### config.mk
export PLATFORM = sky130hd
export DESIGN_NAME = regsb_wakeup
export DESIGN_NICKNAME = d
export VERILOG_FILES = /design/src/rtl/regsb_pkg.sv /design/src/rtl/regsb_src_eval.sv /design/src/rtl/regsb_entry_track.sv /design/src/rtl/regsb_wakeup.sv
export SDC_FILE = /design/constraint.sdc
export NUM_CORES = 1
export LEC_CHECK = 0
export ABC_AREA = 0
export BUFFER_PORTS_ARGS = -buffer_cell sky130_fd_sc_hd__buf_2
export CELL_PAD_IN_SITES_DETAIL_PLACEMENT = 0
export CELL_PAD_IN_SITES_GLOBAL_PLACEMENT = 1
export CORE_AREA = 3 3 205 147
export DETAILED_ROUTE_END_ITERATION = 10
export DIE_AREA = 0 0 208 150
export HOLD_SLACK_MARGIN = 0.05
export MAX_ROUTING_LAYER = met4
export PLACE_DENSITY = 0.7
export REMOVE_ABC_BUFFERS = 1
export SYNTH_ARGS = -nofsm -noshare
export SYNTH_HDL_FRONTEND = slang
export SYNTH_SLANG_ARGS = --single-unit
export TNS_END_PERCENT = 50
### constraint.sdc
create_clock -name clk -period 8.1 [get_ports clk]
set_input_delay 2.43 -clock clk [delete_from_list [all_inputs] [get_ports clk]]
set_output_delay 2.43 -clock clk [all_outputs]
set_load 0.02 [all_outputs]
### src/rtl/regsb_pkg.sv
package regsb_pkg;
    // Default geometry shared by the scoreboard, its helpers and its checker.
    localparam int DEF_PREGS   = 16;
    localparam int DEF_ENTRIES = 8;
    localparam int DEF_SRCS    = 2;
    localparam int DEF_DSTS    = 1;
endpackage

### src/rtl/regsb_src_eval.sv
module regsb_src_eval #(
    parameter int NUM_PREGS = 16,
    parameter int TAG_W     = 5
) (
    input  logic                 en,
    input  logic [TAG_W-1:0]     tag,
    input  logic                 renamed_rdy,
    input  logic [NUM_PREGS-1:0] ready_vec,
    input  logic [NUM_PREGS-1:0] cmp_hit,
    output logic                 pend,
    output logic [NUM_PREGS-1:0] pend_onehot
);
    localparam int PIDX_W = $clog2(NUM_PREGS);
    localparam logic [TAG_W-1:0] TAG_LIM = TAG_W'(NUM_PREGS);

    logic              in_rng;
    logic [PIDX_W-1:0] idx;

    always_comb begin
        in_rng      = (tag < TAG_LIM);
        idx         = tag[PIDX_W-1:0];
        pend        = en && !renamed_rdy && in_rng && !ready_vec[idx] && !cmp_hit[idx];
        pend_onehot = '0;
        if (pend) pend_onehot[idx] = 1'b1;
    end
endmodule

### src/rtl/regsb_entry_track.sv
module regsb_entry_track #(
    parameter int NUM_PREGS = 16,
    parameter int CNT_W     = 2
) (
    input  logic                 load,
    input  logic [CNT_W-1:0]     load_cnt,
    input  logic [NUM_PREGS-1:0] wait_col,
    input  logic [NUM_PREGS-1:0] cmp_hit,
    input  logic [CNT_W-1:0]     cnt_q,
    output logic [CNT_W-1:0]     cnt_d,
    output logic                 pulse_d
);
    logic [CNT_W-1:0] dec;

    always_comb begin
        dec = CNT_W'($countones(wait_col & cmp_hit));
        if (load) begin
            cnt_d   = load_cnt;
            pulse_d = (load_cnt == '0);
        end else begin
            cnt_d   = cnt_q - dec;
            pulse_d = (cnt_q != '0) && (dec == cnt_q);
        end
    end
endmodule

### src/rtl/regsb_wakeup.sv
module regsb_wakeup
    import regsb_pkg::*;
#(
    parameter int NUM_PREGS   = DEF_PREGS,
    parameter int NUM_ENTRIES = DEF_ENTRIES,
    parameter int NUM_SRCS    = DEF_SRCS,
    parameter int NUM_DSTS    = DEF_DSTS,
    localparam int TAG_W = $clog2(NUM_PREGS) + 1,
    localparam int ENT_W = (NUM_ENTRIES > 1) ? $clog2(NUM_ENTRIES) : 1
) (
    input  logic                      clk,
    input  logic                      rst_n,
    input  logic                      disp_valid,
    input  logic [ENT_W-1:0]          disp_entry,
    input  logic [NUM_SRCS*TAG_W-1:0] disp_src,
    input  logic [NUM_SRCS-1:0]       disp_src_rdy,
    input  logic [NUM_DSTS*TAG_W-1:0] disp_dst,
    input  logic                      cmp_valid,
    input  logic [NUM_DSTS*TAG_W-1:0] cmp_dst,
    output logic [NUM_ENTRIES-1:0]    entry_wake,
    output logic                      producer_clash
);
    localparam int CNT_W = $clog2(NUM_SRCS + 1);

    typedef struct packed {
        logic [NUM_PREGS-1:0]                  rdy;
        logic [NUM_PREGS-1:0][NUM_ENTRIES-1:0] waitm;
        logic [NUM_ENTRIES-1:0][CNT_W-1:0]     cnt;
        logic [NUM_ENTRIES-1:0]                pulse;
        logic                                  clash;
    } sb_state_t;

    sb_state_t st_q, st_d;

    logic [NUM_PREGS-1:0]                  cmp_hit;
    logic [NUM_PREGS-1:0]                  dst_hit;
    logic [NUM_SRCS-1:0]                   src_pend;
    logic [NUM_SRCS-1:0][NUM_PREGS-1:0]    src_onehot;
    logic [NUM_PREGS-1:0]                  disp_row;
    logic [CNT_W-1:0]                      disp_cnt;
    logic [NUM_ENTRIES-1:0]                ent_load;
    logic [NUM_ENTRIES-1:0][NUM_PREGS-1:0] ent_col;
    logic [NUM_ENTRIES-1:0][CNT_W-1:0]     ent_cnt_d;
    logic [NUM_ENTRIES-1:0]                ent_pulse_d;
    logic [NUM_PREGS-1:0]                  rdy_q;
    logic [NUM_PREGS-1:0][NUM_ENTRIES-1:0] waitm_q;

    // Tag decode: out-of-range tags never match an index below NUM_PREGS.
    always_comb begin
        for (int r = 0; r < NUM_PREGS; r++) begin
            cmp_hit[r] = 1'b0;
            dst_hit[r] = 1'b0;
            for (int d = 0; d < NUM_DSTS; d++) begin
                if (cmp_valid && cmp_dst[d*TAG_W +: TAG_W] == TAG_W'(r))
                    cmp_hit[r] = 1'b1;
                if (disp_valid && disp_dst[d*TAG_W +: TAG_W] == TAG_W'(r))
                    dst_hit[r] = 1'b1;
            end
        end
    end

    for (genvar j = 0; j < NUM_SRCS; j++) begin : g_src
        regsb_src_eval #(
            .NUM_PREGS(NUM_PREGS),
            .TAG_W    (TAG_W)
        ) i_src_eval (
            .en         (disp_valid),
            .tag        (disp_src[j*TAG_W +: TAG_W]),
            .renamed_rdy(disp_src_rdy[j]),
            .ready_vec  (st_q.rdy),
            .cmp_hit    (cmp_hit),
            .pend       (src_pend[j]),
            .pend_onehot(src_onehot[j])
        );
    end

    // Distinct pending registers of the incoming entry.
    always_comb begin
        disp_row = '0;
        for (int j = 0; j < NUM_SRCS; j++) disp_row = disp_row | src_onehot[j];
        disp_cnt = CNT_W'($countones(disp_row));
        for (int e = 0; e < NUM_ENTRIES; e++) begin
            ent_load[e] = disp_valid && (disp_entry == ENT_W'(e));
            for (int r = 0; r < NUM_PREGS; r++) ent_col[e][r] = st_q.waitm[r][e];
        end
    end

    for (genvar e = 0; e < NUM_ENTRIES; e++) begin : g_ent
        regsb_entry_track #(
            .NUM_PREGS(NUM_PREGS),
            .CNT_W    (CNT_W)
        ) i_entry_track (
            .load    (ent_load[e]),
            .load_cnt(disp_cnt),
            .wait_col(ent_col[e]),
            .cmp_hit (cmp_hit),
            .cnt_q   (st_q.cnt[e]),
            .cnt_d   (ent_cnt_d[e]),
            .pulse_d (ent_pulse_d[e])
        );
    end

    always_comb begin
        st_d       = st_q;
        st_d.clash = 1'b0;
        for (int r = 0; r < NUM_PREGS; r++) begin
            // New producer wins over a same-cycle completion.
            if (dst_hit[r])      st_d.rdy[r] = 1'b0;
            else if (cmp_hit[r]) st_d.rdy[r] = 1'b1;
            if (dst_hit[r] && (|st_q.waitm[r]) && !cmp_hit[r])
                st_d.clash = 1'b1;
            for (int e = 0; e < NUM_ENTRIES; e++) begin
                if (ent_load[e])     st_d.waitm[r][e] = disp_row[r];
                else if (cmp_hit[r]) st_d.waitm[r][e] = 1'b0;
            end
        end
        st_d.cnt   = ent_cnt_d;
        st_d.pulse = ent_pulse_d;
    end

    always_ff @(posedge clk) begin
        if (!rst_n) st_q <= '0;
        else        st_q <= st_d;
    end

    assign entry_wake     = st_q.pulse;
    assign producer_clash = st_q.clash;
    assign rdy_q          = st_q.rdy;
    assign waitm_q        = st_q.waitm;
endmodule

==> flow_metrics.tcl <==
set metrics [dict create \
    hold-path-cell-count 2 \
    clk_latency_ps 450 \
    fin_cells 1693 \
    vias 10700 \
    slew-limit-headroom_pct 22.1 \
    async_flop_share_pct 0 \
    fin_crit_ps 7520 \
    arrival_ps 7890 \
    worstSetupEndpointType "flip-flop" \
    max_freq_mhz 133 \
    use_met1_pct 44.2 \
    final_nets 1412 \
    fin_crit_sh_pct 92.9 \
    rsz0062_at_grt "no" \
    synth_area_per_cell_um2 8.69 \
    maxSlewViolCount 0 \
    vias_per_cell 6.31 \
    cts_root_buf "clkbuf_16" \
    r2r_start "rdy_q[14]" \
    dr.pass1.iters 7 \
    ios 38 \
    outcome "complete, no violations" \
    start_util_pct 39.4 \
    grt_max_degree 52 \
    post-cts-setup-buffers 0 \
    setup_viol 0 \
    crit_fanout 9 \
    ys_warn_count 0 \
    cts_num_sinks 169 \
    syn_area_um2 11200 \
    antenna_found_initial 0 \
    clockBufferDepth 2 \
    yosys_most_used_dff "dfxtp_1" \
    diodes 0 \
    final_common_cell "dfxtp_1" \
    finalSetupTns_ps 0 \
    whs_endpoint "ent_col[123]" \
    synth-edff-count 0 \
    power.density_nw_per_um2 157 \
    fillerInstances 2904 \
    skew_ps 11.6 \
    clk_pin_slew_worst_paths_ps 70 \
    dp.cells 1662 \
    core_area_um2 28500 \
    yosysUniqueCellTypes 92 \
    reg2reg_to "entry_wake[7]" \
    grt-ovfl-total 0 \
    regArea_um2 3380 \
    criticalPathCategory "in2reg" \
    leakage_nw 4.56 \
    gr-usage-met3_pct 9.41 \
    cp.required_ps 8470 \
    rows 52 \
    min_path_type "reg2reg" \
    drc 0 \
    worst_pin_slew_ps 1170 \
    cts_inserted_buffers 17 \
    grt-busiest-layer "met1" \
    grt.total_usage_pct 30.4 \
    portBuffers 37 \
    ant_nets 0 \
    area_growth_pct 11.1 \
    hp-start "ent_col[123]" \
    place_ws_ps 210 \
    drive_gt1_share_pct 12.5 \
    ctsHoldBuffers 0 \
    routedWlPerCell_um 27.1 \
    ir_drop_mv 0.123 \
    ff2ff_path_depth 17 \
    first_global_vias 9942 \
    die_h_um 150 \
    grt_pass1_wl_mm 68.0 \
    die_w_um 208 \
    final_cell_mix "169 x dfxtp_1, 121 x nand2_1, 115 x nand3_1, 76 x a21oi_1, 63 x fa_1" \
    startpoint_type "input port" \
    multi_input_area_um2 7230 \
    synth_seq_cells 169 \
    die_area_um2 31200 \
    cts_resized 0 \
    hold_violations 0 \
    met2_usage_pct 40.9 \
    synth_cells 1292 \
    h-tree-depth 4 \
    rrSetupSlack_ps 2850 \
    cts_tree "yes" \
    dp_hpwl_mm 33.4 \
    drt-total-wl_mm 45.8 \
    maxCapViolCount 0 \
    detail_route.iter0.violations 1636 \
    gp_congestion 0.997 \
    setup_ws_ps 576 \
    ys_seq_area_share_pct 30.1 \
]
==> flip-flops by register name, summed over array words and instances (netlist names) <==
register and flops:
rdy_q 16, entry_wake 8, st_q 16, producer_clash 1
ent_col 128
==> report_power, final <==
part / leakage (nW) / internal, mW / switching (mW) / total [mW]
clock: 0.295 / 0.526 / 0.379 / 0.904
sequential: 1.37 / 0.845 / 0.0102 / 0.856
combinational: 2.90 / 0.0535 / 0.139 / 0.192
==> worst max-delay path by stage <==
| stage | cells after the start | end | startpoint | slack (ps) |
|---|---|---|---|---|
| floorplan | 16 | entry_wake[0] | disp_src[0] | 780 |
| global placement | 18 | st_q[16] | cmp_dst[0] | 170 |
| detailed placement | 18 | st_q[16] | cmp_dst[0] | 210 |
| CTS | 18 | st_q[16] | cmp_dst[0] | 670 |
| global route | 16 | entry_wake[4] | disp_valid | 390 |
| finish | 16 | entry_wake[7] | disp_valid | 580 |
==> per-stage QoR <==
step / util, % / hold WS, ps / power, mW / instance area (um2)
2_1_floorplan: - / 428 / 0.965 / 10800
6_report: 43.8 / 479 / 1.95 / 12500
5_1_grt: 43.8 / 513 / 2.01 / 12500
3_5_place_dp: 41.6 / 470 / 1.06 / 11800
3_3_place_gp: 41.6 / 463 / 1.06 / 11800
4_1_cts: 43.8 / 478 / 1.95 / 12500
==> kinds of logic after synthesis <==
kind of cell	share of synthesized area [%]
adder cells (fa/ha/maj)	13.1
XOR/XNOR	6.21
AND/OR/NAND/NOR	24.2
flip-flops	30.1
multiplexers	1.28
buffers and inverters	5.65
AO/OA/AOI/OAI	19.4
==> layer usage <==
layer | share of wire (%) | routed length (um) | up-vias
li1 | - | - | 4687
met1 | 45 | 20700 | 5292
met2 | 40 | 18200 | 639
met3 | 13 | 5950 | 69
met4 | 2.1 | 980 | 0
met5 | 0 | 0 | -
==> layout make-up <==
class	instances	area share (%)
clock inverter	10	1.35
sequential	169	27.1
tap	378	3.79
timing repair buffer	83	4.25
clock buffer	21	3.61
multi-input combinational	969	58.0
inverter	63	1.90
==> cells in the mapped netlist, drive strengths merged, types with 26 or more instances <==
library cell | instances | area (um2)
nor2 | 58 | 244
xnor2 | 40 | 350
nand3 | 117 | 596
clkbuf | 67 | 253
a21oi | 78 | 413
o22ai | 26 | 163
nor4 | 37 | 244
inv | 63 | 236
and2 | 33 | 206
nand2 | 122 | 460
dfxtp | 169 | 3380
o21ai | 65 | 359
and3 | 34 | 213
fa | 63 | 1260
==> critical path, cell delays in order <==
cell,delay (ps)
buf_2,150
nor4b_1,580
o211ai_1,440
a2111oi_4,670
nor2_1,160
fa_1,530
inv_1,50
fa_1,490
fa_1,530
fa_1,500
ha_1,230
xnor2_1,140
xnor2_1,210
xnor2_1,170
nand2b_1,350
o21ai_0,260
No activity file was read; power rests on OpenSTA's default activity.
